<file path="config.mk">
export PLATFORM = sky130hd
export DESIGN_NAME = periph_req_tracker
export DESIGN_NICKNAME = d
export VERILOG_FILES = /design/src/rtl/preq_pkg.sv /design/src/rtl/preq_fifo.sv /design/src/rtl/preq_cmd_eval.sv /design/src/rtl/preq_state.sv /design/src/rtl/periph_req_tracker.sv
export SDC_FILE = /design/constraint.sdc
export NUM_CORES = 1
export LEC_CHECK = 0
export BUFFER_PORTS_ARGS = -buffer_cell sky130_fd_sc_hd__buf_4
export CAP_MARGIN = 20
export CELL_PAD_IN_SITES_DETAIL_PLACEMENT = 0
export CELL_PAD_IN_SITES_GLOBAL_PLACEMENT = 2
export CORE_UTILIZATION = 30
export DETAILED_ROUTE_END_ITERATION = 8
export GPL_TIMING_DRIVEN = 0
export PLACE_DENSITY = 0.75
export SETUP_SLACK_MARGIN = 0.15
export SLEW_MARGIN = 20
export SYNTH_ARGS = -nofsm -noshare
export SYNTH_HDL_FRONTEND = slang
export SYNTH_SLANG_ARGS = --single-unit
</file>
<file path="constraint.sdc">
create_clock -name clk -period 2.5 [get_ports clk]
set_input_delay 0.375 -clock clk [delete_from_list [all_inputs] [get_ports clk]]
set_output_delay 0.375 -clock clk [all_outputs]
set_load 0.02 [all_outputs]
</file>
<file path="src/rtl/preq_pkg.sv">
package preq_pkg;
  typedef enum logic [2:0] {
    OP_NONE        = 3'd0,
    OP_WAIT_SINGLE = 3'd1,
    OP_WAIT_BURST  = 3'd2,
    OP_FLUSH       = 3'd3,
    OP_XFER_SINGLE = 3'd4,
    OP_XFER_BURST  = 3'd5,
    OP_LOOP_END    = 3'd6
  } cmd_op_e;

  localparam logic [1:0] RQ_SINGLE = 2'b00;
  localparam logic [1:0] RQ_BURST  = 2'b01;

  typedef struct packed {
    logic burst;
    logic last;
  } req_entry_t;
endpackage

</file>
<file path="src/rtl/preq_fifo.sv">
module preq_fifo
  import preq_pkg::*;
#(
  parameter int DEPTH = 4
) (
  input  logic       clk,
  input  logic       rst,
  input  logic       clr,
  input  logic       wr_en,
  input  req_entry_t wr_data,
  input  logic       rd_en,
  output req_entry_t head,
  output logic       empty,
  output logic       full
);
  localparam int PTR_W = (DEPTH > 1) ? $clog2(DEPTH) : 1;
  localparam int CNT_W = $clog2(DEPTH + 1);
  localparam logic [PTR_W-1:0] LAST_IDX = PTR_W'(DEPTH - 1);
  localparam logic [CNT_W-1:0] FULL_CNT = CNT_W'(DEPTH);

  req_entry_t       mem [DEPTH];
  logic [PTR_W-1:0] wp, rp;
  logic [CNT_W-1:0] cnt;

  function automatic logic [PTR_W-1:0] bump(input logic [PTR_W-1:0] p);
    return (p == LAST_IDX) ? '0 : p + 1'b1;
  endfunction

  // storage without reset so it can map onto RAM
  always_ff @(posedge clk) begin
    if (wr_en) mem[wp] <= wr_data;
  end

  always_ff @(posedge clk) begin
    if (rst || clr) begin
      wp  <= '0;
      rp  <= '0;
      cnt <= '0;
    end else begin
      if (wr_en) wp <= bump(wp);
      if (rd_en) rp <= bump(rp);
      case ({wr_en, rd_en})
        2'b10:   cnt <= cnt + 1'b1;
        2'b01:   cnt <= cnt - 1'b1;
        default: cnt <= cnt;
      endcase
    end
  end

  assign head  = mem[rp];
  assign empty = (cnt == '0);
  assign full  = (cnt == FULL_CNT);

  AST_NO_OVERFLOW: assert property (@(posedge clk) disable iff (rst)
    wr_en |-> !full) else $error("write into full queue");
  AST_NO_UNDERFLOW: assert property (@(posedge clk) disable iff (rst)
    rd_en |-> !empty) else $error("pop from empty queue");
endmodule

</file>
<file path="src/rtl/preq_cmd_eval.sv">
module preq_cmd_eval
  import preq_pkg::*;
#(
  parameter int LEN_W = 4
) (
  input  cmd_op_e          op,
  input  logic             nf,
  input  logic             q_empty,
  input  req_entry_t       q_head,
  input  logic             cur_burst,
  input  logic             cur_last,
  input  logic [LEN_W-1:0] cfg_len,
  output logic             stall,
  output logic             exec_nop,
  output logic [LEN_W-1:0] bus_len,
  output logic             pop,
  output logic             flush
);
  always_comb begin
    stall    = 1'b0;
    exec_nop = 1'b0;
    bus_len  = cfg_len;
    pop      = 1'b0;
    flush    = 1'b0;
    case (op)
      OP_WAIT_SINGLE: begin
        if (q_empty)            stall = 1'b1;
        else if (!q_head.burst) pop   = 1'b1;
      end
      OP_WAIT_BURST: begin
        if (q_empty || !q_head.burst) stall = 1'b1;
        else                          pop   = 1'b1;
      end
      OP_FLUSH:       flush = 1'b1;
      OP_XFER_SINGLE: begin
        exec_nop = cur_burst;
        bus_len  = '0;
      end
      OP_XFER_BURST:  exec_nop = !cur_burst;
      OP_LOOP_END:    exec_nop = !nf && cur_last;
      default: ;
    endcase
  end
endmodule

</file>
<file path="src/rtl/preq_state.sv">
module preq_state
  import preq_pkg::*;
#(
  parameter int DEPTH = 4
) (
  input  logic       clk,
  input  logic       rst,
  input  logic       flush,
  input  logic       pop,
  input  req_entry_t head,
  input  logic       push_burst,
  input  logic       single_seen,
  output logic       cur_burst,
  output logic       cur_last,
  output logic       proto_err,
  output logic       burst_done
);
  localparam int BC_W = $clog2(DEPTH + 1);

  logic [BC_W-1:0] burst_cnt;
  logic            pop_burst;

  assign pop_burst = pop && head.burst;

  always_ff @(posedge clk) begin
    if (rst) begin
      cur_burst  <= 1'b0;
      cur_last   <= 1'b0;
      proto_err  <= 1'b0;
      burst_done <= 1'b0;
      burst_cnt  <= '0;
    end else begin
      burst_done <= flush || pop_burst;
      if (single_seen && burst_cnt != '0) proto_err <= 1'b1;
      if (flush) begin
        cur_burst <= 1'b0;
        cur_last  <= 1'b0;
        burst_cnt <= '0;
      end else begin
        if (pop) begin
          cur_burst <= head.burst;
          cur_last  <= head.last;
        end
        burst_cnt <= burst_cnt + BC_W'(push_burst) - BC_W'(pop_burst);
      end
    end
  end

  AST_ERR_STICKY: assert property (@(posedge clk) disable iff (rst)
    proto_err |=> proto_err) else $error("error flag dropped");
  AST_BURST_CNT_BOUND: assert property (@(posedge clk) disable iff (rst)
    burst_cnt <= BC_W'(DEPTH)) else $error("burst count out of range");
endmodule

</file>
<file path="src/rtl/periph_req_tracker.sv">
module periph_req_tracker
  import preq_pkg::*;
#(
  parameter int DEPTH = 4,
  parameter int LEN_W = 4
) (
  input  logic             clk,
  input  logic             rst,
  input  logic             req_valid,
  input  logic [1:0]       req_type,
  input  logic             req_last,
  output logic             req_ack,
  input  logic [2:0]       cmd_op,
  input  logic             cmd_nf,
  input  logic [LEN_W-1:0] cfg_len,
  output logic             stall,
  output logic             exec_nop,
  output logic [LEN_W-1:0] bus_len,
  output logic             burst_done,
  output logic             proto_err
);
  cmd_op_e    op;
  req_entry_t head, new_entry;
  logic       q_empty, q_full, pop, flush, cur_burst, cur_last, type_ok;

  assign op        = cmd_op_e'(cmd_op);
  assign type_ok   = (req_type == RQ_SINGLE) || (req_type == RQ_BURST);
  assign req_ack   = req_valid && type_ok && !q_full && !flush;
  assign new_entry = '{burst: (req_type == RQ_BURST), last: req_last};

  preq_fifo #(.DEPTH(DEPTH)) u_fifo (
    .clk(clk), .rst(rst), .clr(flush), .wr_en(req_ack), .wr_data(new_entry),
    .rd_en(pop), .head(head), .empty(q_empty), .full(q_full)
  );

  preq_cmd_eval #(.LEN_W(LEN_W)) u_eval (
    .op(op), .nf(cmd_nf), .q_empty(q_empty), .q_head(head),
    .cur_burst(cur_burst), .cur_last(cur_last), .cfg_len(cfg_len),
    .stall(stall), .exec_nop(exec_nop), .bus_len(bus_len), .pop(pop), .flush(flush)
  );

  preq_state #(.DEPTH(DEPTH)) u_state (
    .clk(clk), .rst(rst), .flush(flush), .pop(pop), .head(head),
    .push_burst(req_ack && new_entry.burst),
    .single_seen(req_valid && req_type == RQ_SINGLE),
    .cur_burst(cur_burst), .cur_last(cur_last),
    .proto_err(proto_err), .burst_done(burst_done)
  );

  AST_SINGLE_LEN_ZERO: assert property (@(posedge clk) disable iff (rst)
    (cmd_op == 3'd4) |-> (bus_len == '0)) else $error("single length");
  AST_FLUSH_DONE: assert property (@(posedge clk) disable iff (rst)
    (cmd_op == 3'd3) |=> burst_done) else $error("flush without done");
  AST_LOOP_NF_RUNS: assert property (@(posedge clk) disable iff (rst)
    (cmd_op == 3'd6 && cmd_nf) |-> !exec_nop) else $error("nf loop-end");
  AST_BAD_TYPE_REJECT: assert property (@(posedge clk) disable iff (rst)
    (req_type[1]) |-> !req_ack) else $error("bad type accepted");
  AST_EMPTY_WAIT_STALLS: assert property (@(posedge clk) disable iff (rst)
    (cmd_op == 3'd2 && !$past(req_ack) && $past(cmd_op) == 3'd3) |-> stall)
    else $error("wait-burst after flush did not stall");
endmodule

</file>
==> summary.md, run 1 <==
| Metric | Value |
|---|---|
| Final setup margin | `-0.127 ns` |
| Power Total | `0.000874 W` |
| Worst R2R End | `u_fifo.cnt[2]` |
| Post-synth top cells | `dfxtp_1, nor2_1, inv_1` |
| Maximum VDD drop | `235 uV` |
| Highest Signal Layer | `met4` |
| Pwr Density | `542 mW/mm^2` |
| Failing checks | `negative setup slack` |
| DR vias | `916` |
| Synth async-reset ratio | `0%` |
| DRT Pass-1 Iters | `4` |
| Post-synthesis cell type with the largest combined area | `dfxtp_1` |
| P_int | `0.000682 W` |
| RSZ-0062 raised after global routing | `yes` |
| Remaining DRCs | `0` |
| Synthesized Nets | `between 100 and 150` |
| Worst Path Arrival | `2.82 ns` |
| Worst reg2reg path depth | `9` |
| Count of final setup violators | `2` |
| Final core occ | `43.0%` |
| Type of origin of the critical path | `flip-flop` |
| Setup TNS | `-0.149 ns` |
| Final wirelength | `2330 um` |
| N_diodes | `0` |
| Yosys warning count | `0` |
| CP endpoint kind | `flip-flop` |
| P_sw | `0.000192 W` |
| Post-synthesis instance area | `0.00120 mm^2` |
| Clk pwr share | `38.7%` |
| Post-route ant nets | `0` |
| Main area contributors after synthesis | `dfxtp_1, edfxtp_1, ha_1, nor2_1, inv_1` |
| Placed wire-length estimate | `between 1500 and 2000 um` |
| Crit path to | `u_fifo.cnt[2]` |
| Synth Instances | `119` |
| Synth Register Bits | `24` |
| Die W | `65.3 um` |
| Slew Viols, Final | `0` |
| Max Root-Sink Buffers | `2` |
| Synth unique cells | `31` |
| Share of layout cells above drive strength 1 | `approximately 30%` |
| Post-synth top flop | `dfxtp_1` |
| Worst endpoint required time | `between 2 and 3 ns` |
| First-pass GRT wire length | `4070 um` |
| Clk_skew | `0.00246 ns` |
| Sw Share | `21.9%` |
| Worst-Skew Late Latency | `0.26 ns` |
| IO Port Bufs | `22` |
| Crit path max fanout | `3` |
| EDFF count, synth | `8` |
| Vias in the first global route | `957` |
| R2R setup slack | `-0.13 ns` |
| Nets | `177` |
| Grt total ovfl | `0` |
| Reg power frac | `48.0%` |
| 1st-iter DRT viols | `40` |
| Max Clk Rate | `0.381 GHz` |
| Critical-path cell list | `mux4_2 > or4_4 > nand2_4 > ha_4 > inv_2 > fa_2 > xor2_1 > or3_1 > a21oi_1` |
| Clk root buf | `clkbuf_8` |
| Slew margin rel. | `65.8%` |
| Placement Cell Area | `between 0.001 and 0.0015 mm^2` |
| Initial Utilization | `about a third` |
| Initial antenna violation count | `0` |
| Die H | `65.3 um` |
| Worst hold path class | `primary input to flip-flop` |
| Clk slew on worst S/H paths | `0.09 ns` |
| GP Congestion | `0.717` |
| Met3 wire len | `117 um` |
| Gate power share | `13.4%` |
| CP max stage delay | `0.53 ns` |
| Hold Buf Count CTS | `0` |
| Multi-input gate area | `~650 um^2` |
| CP max stage cell | `mux4_2` |
| Top-count cell post-synth | `dfxtp_1` |
| Crit path time final | `2.63 ns` |
| Fin crit share | `105%` |
| Max-cap violations | `0` |
| CTS tree | `yes` |
| Fin. Hold Viols | `0` |
| Syn avg cell area | `between 10 and 15 um^2` |
| GR Util All Layers | `12.4%` |
| Leak pwr | `0.662 nW` |
| Fin area | `0.00161 mm^2` |
| Core Area | `between 0.003 and 0.004 mm^2` |
| Drt via density | `between 4 and 5` |
| Layout area overhead | `34.2%` |
| CP Class | `flip-flop to flip-flop` |
| Slew @ Worst Pin | `between 0.5 and 0.6 ns` |
| Post-synth top area share | `26.7%` |
| Die Area | `roughly 0.0043 mm^2` |
| Register area | `562 um^2` |
| Clock sink total | `24` |
| Met1 wire length | `approximately 1100 um` |
| Hold path cells | `2` |
| Wire per inst | `11.6 um` |
| Run status | `complete, but fails checks` |
| Sequential-to-total area share from yosys stat | `a little under half` |
| Met2 WL | `1110 um` |
| Layout fillers | `366` |
| CTS Buf Count | `3` |
| H-tree Lvls | `1` |
| Largest net degree at the start of global routing | `15` |
| IO Count | `23` |
| Row cnt | `22` |
cell families after synthesis:
group / share of synthesized area (%)
compound gates: 6.98
xor+xnor: 2.92
fa+ha+maj: 11.7
buf+inv: 4.06
flops: 46.7
mux: 5.73
simple gates: 22.0
routing by layer:
metal | global-route usage (%) | vias to the layer above
met3 | 2.60 | 2
met4 | 3.26 | 0
met2 | 22.7 | 22
met5 | 0 | -
met1 | 14.4 | 420
li1 | - | 472
what timing repair did:
item	CTS	global route
resized for setup	1	5
buffers inserted	2	5
pin swaps	1	2
setup endpoints to repair	4	4
gates cloned	0	0
critical path, delay by kind of cell (launching register included):
family / cells / cell delay (ns)
buffers and inverters: 1 / 0.03
AND/OR/NAND/NOR: 3 / 0.90
adder cells (fa/ha/maj): 2 / 0.46
AO/OA/AOI/OAI: 1 / 0.12
flip-flops: 1 / 0.35
multiplexers: 1 / 0.53
XOR/XNOR: 1 / 0.15
placed cells by master (no fill, tap or decap), types with 2 or more instances in the layout:
master     n
a21oi_1    7
and2_1     3
and3_1     4
buf_4     29
clkbuf_8   3
dfxtp_1   15
edfxtp_1   8
fa_2       2
ha_1       7
inv_1     10
inv_2      2
mux2i_1    2
nand2_1    2
nand2b_1   3
nand3_1    3
nor2_1    15
nor2b_1    5
nor3_1     3
nor3b_1    2
o21ai_0    4
or3_1      2
xor2_1     2
worst min path at each step:
stage / from / end / slack, ns
finish: rst / u_state.proto_err / 0.29
floorplan: u_state.cur_last / u_state.cur_last / 0.44
global route: rst / u_state.proto_err / 0.29
global placement: u_state.proto_err / u_state.proto_err / 0.45
detailed placement: u_state.cur_last / u_state.cur_last / 0.47
CTS: rst / u_state.proto_err / 0.28
power groups by stage:
| stage | Clock (W) | Sequential [W] | Combinational (W) |
|---|---|---|---|
| 6_report | 0.000338 | 0.000419 | 0.000117 |
| 5_1_grt | 0.000364 | 0.000420 | 0.000130 |
| 3_5_place_dp | 0 | 0.000428 | 0.000109 |
| 3_3_place_gp | 0 | 0.000428 | 0.000107 |
| 2_1_floorplan | 0 | 0.000428 | 0.0000638 |
| 4_1_cts | 0.000351 | 0.000419 | 0.000111 |
per-stage QoR:
stage	hold slack, ns	setup slack (ns)	cells
final	0.291	-0.127	200
after global placement	0.454	-0.265	189
after CTS	0.284	-0.169	195
after detailed placement	0.469	-0.269	189
after global routing	0.286	-0.244	200
after floorplan	0.444	-0.128	119
area by class of cell:
type,instances,area share (%)
multi-input cells,82,40.5
flip-flops and latches,24,34.9
repair buffers,29,13.5
well taps,48,3.73
inverters,12,2.80
clock buffers,3,2.56
clock inverters,1,1.86
plain buffers,1,0.233
state kept, by name (all words and copies together) (netlist names), named ones only:
| name | count |
|---|---|
| u_state.cur_last | 1 |
| u_fifo.rp | 2 |
| u_state.burst_done | 1 |
| u_fifo.cnt | 3 |
| u_state.cur_burst | 1 |
| u_fifo.mem | 8 |
| u_fifo.wp | 2 |
| u_state.burst_cnt | 3 |
| u_state.proto_err | 1 |
Note: power is estimated with default switching activity, not from simulation.
==> run 2: changes to the inputs <==
ABC_AREA = 1   (was default)
CORE_UTILIZATION = 29   (was 30)
PLACE_DENSITY = 0.76   (was 0.75)
clock period = 2.4 ns   (was 2.5 ns; I/O delays follow)
==> run 2 against run 1 <==
- the run now ends clean
- non-clock buffer count decreased by 8
- cell area shrank 1.0%
- via count grew 7.4%
- worst setup slack improved by 0.47 ns
- utilization fell by 4.6 points
- first-iteration DRC count fell by 20%
- worst hold slack worse by 0.015 ns
- sequential power is 9.3% higher
- cell count increased by 15%
- sequential share of layout area up 0.36 points
- maximum frequency rose by 27%
- largest power group unchanged
- highest routed layer unchanged
==> summary.md, run 2 <==
| Metric | Value |
|---|---|
| Hold path cells | `2 (unchanged)` |
| Adder-cell share of the synthesized area | `10.8% (-0.82 points)` |
| Fin area | `0.00160 mm^2 (-1.0%)` |
| Die H | `68.8 um (+5.3%)` |
| GP Congestion | `0.724 (+1.0%)` |
| Top-count cell post-synth | `inv_1` |
| Worst reg2reg path depth | `14 (+5)` |
| Fin. Hold Viols | `0 (unchanged)` |
| Main area contributors after synthesis | `dfxtp_1, edfxtp_1, inv_1, ha_1, nor2_1` |
| Worst endpoint required time | `2.56 ns (-0.14 ns)` |
| Clk slew on worst S/H paths | `0.09 ns (about the same)` |
| Place WS | `0.140 ns (+0.409 ns)` |
| Drt via density | `4.28 (-6.6%)` |
| Synth async-reset ratio | `0% (unchanged)` |
| Post-synthesis cell type with the largest combined area | `dfxtp_1` |
| Crit path time final | `2.06 ns (-0.565 ns)` |
| IO Count | `23 (unchanged)` |
| First-pass GRT wire length | `3910 um (-3.9%)` |
| Crit path max fanout | `8 (+5)` |
| Hold Buf Count CTS | `0 (unchanged)` |
| Max-cap violations | `0 (unchanged)` |
| Slew @ Worst Pin | `0.385 ns (-0.127 ns)` |
| Commonest non-fill, non-tap cells in the layout | `inv_1, nor2_1, buf_4, dfxtp_1, nand2_1` |
| Initial antenna violation count | `0 (unchanged)` |
| Count of final setup violators | `0 (-2)` |
| Largest net degree at the start of global routing | `15 (unchanged)` |
| R2R setup slack | `0.34 ns (+0.47 ns)` |
| Vias in the first global route | `917 (-4.2%)` |
| Largest family of logic cells by synthesized area | `simple AND/OR/NAND/NOR gates` |
| Worst hold path class | `primary input to flip-flop` |
| Fin crit share | `85.9% (-19 points)` |
| Core Area | `0.00414 mm^2 (+11%)` |
| Remaining DRCs | `0 (unchanged)` |
| Post-Synth XOR/XNOR Area | `2.03% (-0.88 points)` |
| DR vias | `984 (+7.4%)` |
| Synth unique cells | `23 (-26%)` |
| EDFF count, synth | `8 (unchanged)` |
| Worst Path Arrival | `2.22 ns (-0.60 ns)` |
| Post-Synth Simple-Gate Area | `24.2% (+2.2 points)` |
| Sequential-to-total area share from yosys stat | `43.4% (-3.3 points)` |
| Slew margin rel. | `74.0% (+8.2 points)` |
| Type of origin of the critical path | `flip-flop` |
| Worst-Skew Late Latency | `0.26 ns (about the same)` |
| Clk root buf | `clkbuf_8` |
| Max Root-Sink Buffers | `2 (unchanged)` |
| Placement Cell Area | `0.00152 mm^2 (+4.4%)` |
| Synth Register Bits | `24 (unchanged)` |
| Worst Hold End | `u_state.proto_err` |
| Largest regs | `u_fifo.mem: 8 flops, u_fifo.cnt: 3 flops, u_state.burst_cnt: 3 flops` |
| Syn avg cell area | `8.39 um^2 (-17%)` |
| Post-synth top flop | `dfxtp_1` |
| Die Area | `0.00473 mm^2 (+11%)` |
| Worst R2R End | `u_fifo.cnt[2]` |
| Synth Instances | `154 (+29%)` |
| Pwr Density | `628 mW/mm^2 (+16%)` |
| RSZ-0062 raised after global routing | `no` |
| GR Util All Layers | `11.4% (-0.93 points)` |
| Post-synth top cells | `inv_1, nor2_1, dfxtp_1` |
| Leak pwr | `0.758 nW (+14%)` |
| Run status | `finished, final reports clean` |
| Multiplexer area fraction after synthesis | `0% (-5.7 points)` |
| Clk_skew | `0.00126 ns (-0.00120 ns)` |
| Row cnt | `23 (+4.5%)` |
| CP Class | `flip-flop to flip-flop` |
| Post-synthesis instance area | `0.00129 mm^2 (+7.6%)` |
| Hold Crit Start | `rst` |
| IO Port Bufs | `22 (unchanged)` |
| CTS Buf Count | `3 (unchanged)` |
| Layout area overhead | `23.4%` |
| Grt total ovfl | `0 (unchanged)` |
| Wire per inst | `10.1 um (-13%)` |
| H-tree Lvls | `1 (unchanged)` |
| Largest register by flop count | `u_fifo.mem` |
| Die W | `68.8 um (+5.3%)` |
| Max Clk Rate | `0.485 GHz (+27%)` |
| Clock sink total | `24 (unchanged)` |
| Final wirelength | `2330 um (-0.13%)` |
| Layout fillers | `447 (+22%)` |
| Placed wire-length estimate | `1870 um (+6.8%)` |
| Leading cell type in the layout, fill and taps excluded | `inv_1` |
| CTS tree | `yes` |
| 1st-iter DRT viols | `32 (-20%)` |
| Slew Viols, Final | `0 (unchanged)` |
| Nets | `205 (+16%)` |
| Post-route ant nets | `0 (unchanged)` |
| Largest register FFs | `8 (unchanged)` |
| Setup TNS | `0 ns (+0.149 ns)` |
| DRT Pass-1 Iters | `4 (unchanged)` |
| N_diodes | `0 (unchanged)` |
| Final setup margin | `0.339 ns (+0.465 ns)` |
| CP endpoint kind | `flip-flop` |
| Maximum VDD drop | `298 uV (+27%)` |
| Share of layout cells above drive strength 1 | `28.9% (-2.0 points)` |
| Initial Utilization | `31.2% (-0.90 points)` |
| Yosys warning count | `0 (unchanged)` |
| Post-synth top area share | `24.8% (-1.9 points)` |
| Area fraction in compound gates after synthesis | `8.52% (+1.5 points)` |
| Synthesized Nets | `178 (+24%)` |
-- run 2: changes by cell type in the layout (fill, tap and decap cells not counted), sizes merged, moves of 4 or more --
cell / previous run / this run
nor2: 15 / 31
buf: 29 / 22
nor2b: 5 / 0
o21ai: 4 / 8
nand2: 3 / 19
and3: 4 / 0
inv: 12 / 38
-- run 2: worst max-delay path, cell delays in order, from the launching register on --
cell	delay, ns
dfxtp_2	0.35
inv_2	0.07
nand2_1	0.06
nand3_2	0.08
nand2_2	0.07
nand2_2	0.07
nand3_4	0.11
inv_1	0.08
ha_1	0.13
inv_1	0.06
fa_1	0.38
a21oi_1	0.15
o21ai_0	0.11
o21ai_0	0.17
a21oi_1	0.05
-- run 2: layout make-up --
class,instances,area (um^2),area share [%]
Sequential cell,24,562,35.2
Tap cell,50,62.6,3.92
Clock inverter,1,30.0,1.88
Inverter,38,143,8.94
Multi-Input combinational cell,92,592,37.1
Clock buffer,3,41.3,2.59
Timing Repair Buffer,22,165,10.4
-- run 2: kinds of logic after synthesis --
family,Yosys count
buffers and inverters,38
AOI/OAI and AO/OA,20
adders and majority gates,10
DFF,24
and+or+nand+nor,59
xor gates and xnor gates,3
-- run 2: timing repair --
item,CTS,global route
gates resized for setup,0,2
setup endpoints to repair,0,3
buffers inserted,0,0
endpoints found under the hold margin,0,0
-- run 2: report_power, final --
| part | internal [W] | switching [W] |
|---|---|---|
| clock | 0.000223 | 0.000129 |
| sequential | 0.000442 | 0.0000162 |
| combinational | 0.0000774 | 0.000113 |
-- run 2: worst max-delay path by stage --
stage                            to     startpoint  slack, ns
2_1_floorplan  u_state.burst_cnt[2]      req_valid       0.30
3_3_place_gp   u_state.burst_cnt[2]    req_type[1]       0.13
3_5_place_dp   u_state.burst_cnt[2]    req_type[1]       0.14
4_1_cts        u_state.burst_cnt[2]      flip-flop       0.23
5_1_grt        u_state.burst_cnt[2]  u_fifo.cnt[0]       0.16
6_report              u_fifo.cnt[2]      flip-flop       0.34
-- run 2: through the flow --
stage	total power [W]	std cells	utilization, %	hold WS [ns]
CTS	0.00102	230	38.4	0.271
finish	0.00100	230	38.5	0.276
global route	0.00106	230	38.5	0.267
detailed placement	0.000660	226	36.7	0.441
global placement	0.000657	226	36.7	0.438
floorplan	0.000600	154	-	0.429
-- run 2: metal layers --
metal / vias up / routed length [um] / track usage [%]
li1: 527 / - / -
met1: 447 / 1090 / 14.0
met2: 8 / 1150 / 19.0
met3: 2 / 67 / 3.45
met4: 0 / 22 / 3.83
met5: - / 0 / 0
==> run 3: changes to the inputs <==
CAP_MARGIN = 30   (was 20)
PLACE_DENSITY = default   (was 0.76)
PLACE_DENSITY_LB_ADDON = 0.1   (was default)
==> run 3 against run 2 <==
- worst hold slack improved by 0.00077 ns
- cell area rose by 1.4%
- sequential share of layout area fell by 0.34 points
- sequential cell count did not move
- via count rose by 1.6%
- utilization rose by 0.54 points
- wire length rose by 1.8%
- critical path depth fell by 4
- first-iteration DRC count fell by 44%
- global-route usage rose by 0.31 points
- maximum frequency fell by 0.32%
==> summary.md, run 3 (synthesized netlist as in run 2, its figures left out) <==
| Metric | Value |
|---|---|
| Fin crit share | `86.2% (+0.28 points)` |
| N_diodes | `0 (unchanged)` |
| DRT Pass-1 Iters | `2 (-2)` |
| Post-route ant nets | `0 (unchanged)` |
| Share of layout cells above drive strength 1 | `29.5% (+0.62 points)` |
| Placed wire-length estimate | `1910 um (+2.0%)` |
| Commonest non-fill, non-tap cells in the layout | `inv_1, nor2_1, buf_4, nand2_1, dfxtp_1` |
| Clk root buf | `clkbuf_8` |
| Setup TNS | `0 ns (unchanged)` |
| CP endpoint kind | `flip-flop` |
| Place WS | `0.118 ns (-0.0227 ns)` |
| Wire per inst | `10.2 um (+0.54%)` |
| Leading cell type in the layout, fill and taps excluded | `inv_1` |
| CTS tree | `yes` |
| RSZ-0062 raised after global routing | `no` |
| Vias in the first global route | `937 (+2.2%)` |
| Slew margin rel. | `77.4% (+3.4 points)` |
| Crit path max fanout | `10 (+2)` |
| Run status | `finished, final reports clean` |
| IO Port Bufs | `22 (unchanged)` |
| Layout area overhead | `25.2%` |
| 1st-iter DRT viols | `18 (-44%)` |
| Nets | `208 (+1.5%)` |
| Leak pwr | `0.768 nW (+1.3%)` |
| Worst-Skew Late Latency | `0.26 ns (about the same)` |
| Core Area | `0.00414 mm^2 (unchanged)` |
| Clock sink total | `24 (unchanged)` |
| Grt total ovfl | `0 (unchanged)` |
| Final core occ | `39.0% (+0.54 points)` |
| Remaining DRCs | `0 (unchanged)` |
| Type of origin of the critical path | `flip-flop` |
| Die H | `68.8 um (unchanged)` |
| Largest register FFs | `8 (unchanged)` |
| Count of final setup violators | `0 (unchanged)` |
| Die W | `68.8 um (unchanged)` |
| Final setup margin | `0.332 ns (-0.00666 ns)` |
| Clk_skew | `0.00261 ns (+0.00135 ns)` |
| Largest net degree at the start of global routing | `15 (unchanged)` |
| Clk slew on worst S/H paths | `0.08 ns (about the same)` |
| Layout fillers | `436 (-2.5%)` |
| Pwr Density | `623 mW/mm^2 (-0.70%)` |
| Largest register by flop count | `u_fifo.mem` |
| Crit path time final | `2.07 ns (+0.00666 ns)` |
| Maximum VDD drop | `234 uV (-22%)` |
| Max Clk Rate | `0.484 GHz (-0.32%)` |
| IO Count | `23 (unchanged)` |
| Fin. Hold Viols | `0 (unchanged)` |
| Die Area | `0.00473 mm^2 (unchanged)` |
| Max-cap violations | `0 (unchanged)` |
| Slew @ Worst Pin | `0.334 ns (-0.0511 ns)` |
| Row cnt | `23 (unchanged)` |
| First-pass GRT wire length | `4070 um (+4.1%)` |
| R2R setup slack | `0.33 ns (about the same)` |
| Drt via density | `4.29 (+0.32%)` |
| Initial antenna violation count | `0 (unchanged)` |
| DR vias | `1,000 (+1.6%)` |
| H-tree Lvls | `1 (unchanged)` |
| Largest regs | `u_fifo.mem: 8 flops, u_fifo.cnt: 3 flops, u_state.burst_cnt: 3 flops` |
| Slew Viols, Final | `0 (unchanged)` |
| CTS Buf Count | `3 (unchanged)` |
| Max Root-Sink Buffers | `2 (unchanged)` |
| Final wirelength | `2370 um (+1.8%)` |
| CP Class | `flip-flop to flip-flop` |
| GR Util All Layers | `11.7% (+0.31 points)` |
| Worst Path Arrival | `2.23 ns (about the same)` |
| Worst endpoint required time | `2.57 ns (about the same)` |
| GP Congestion | `0.698 (-3.6%)` |
| Initial Utilization | `31.2% (unchanged)` |
| Worst hold path class | `primary input to flip-flop` |
run 3: cell count changes in the layout (fill, tap and decap cells not counted), sizes merged:
cell	change
buf	+3
run 3: worst max-delay path: stages (launching register included):
cell	delay (ns)
dfxtp_1	0.39
nor3_1	0.08
nand3b_4	0.22
inv_1	0.12
nand2_1	0.06
ha_1	0.28
inv_1	0.04
ha_1	0.18
fa_1	0.37
xor2_1	0.18
nor2_1	0.05
run 3: path summary, 6_finish.rpt:
check                                        from                    to  cells after the start
worst min register to register  u_state.proto_err     u_state.proto_err                      2
worst min-delay path                          rst     u_state.proto_err                      2
worst max register to register      u_fifo.cnt[0]  u_state.burst_cnt[2]                     10
worst max-delay path                u_fifo.cnt[0]  u_state.burst_cnt[2]                     10
run 3: power breakdown:
| part | switching (W) | total [W] | internal, W |
|---|---|---|---|
| Sequential | 0.0000169 | 0.000459 | 0.000442 |
| Clock | 0.000128 | 0.000351 | 0.000223 |
| Combinational | 0.000115 | 0.000198 | 0.0000831 |
| Total | 0.000260 | 0.00101 | 0.000748 |
run 3: metrics by stage:
step	hold WS, ns	instance area (um^2)	power [W]	cells
2_1_floorplan	0.429	1290	0.000600	154
3_3_place_gp	0.436	1520	0.000659	226
3_5_place_dp	0.438	1520	0.000662	226
4_1_cts	0.268	1590	0.00102	230
5_1_grt	0.273	1620	0.00107	233
6_report	0.277	1620	0.00101	233
run 3: layer usage:
metal  track usage [%]  part of all wire (%)  vias to the layer above
met3              3.13                   6.1                        4
met2              19.4                    44                       19
li1                  -                     -                      532
met1              14.3                    48                      445
met4              5.10                   1.6                        0
met5                 0                     0                        -
run 3: final cells by class:
cell class	count	area (um^2)	area share (%)
Clock inverter	1	30.0	1.86
Sequential cell	24	564	34.9
Multi-Input combinational cell	92	589	36.4
Clock buffer	3	41.3	2.55
Tap cell	50	62.6	3.87
Timing Repair Buffer	25	188	11.6
Inverter	38	143	8.82
run 3: timing repair:
item / in CTS / in global routing
gates resized for setup: 0 / 4
endpoints found under the setup margin: 0 / 3
buffers inserted: 0 / 3
hold buffers: 0 / 0
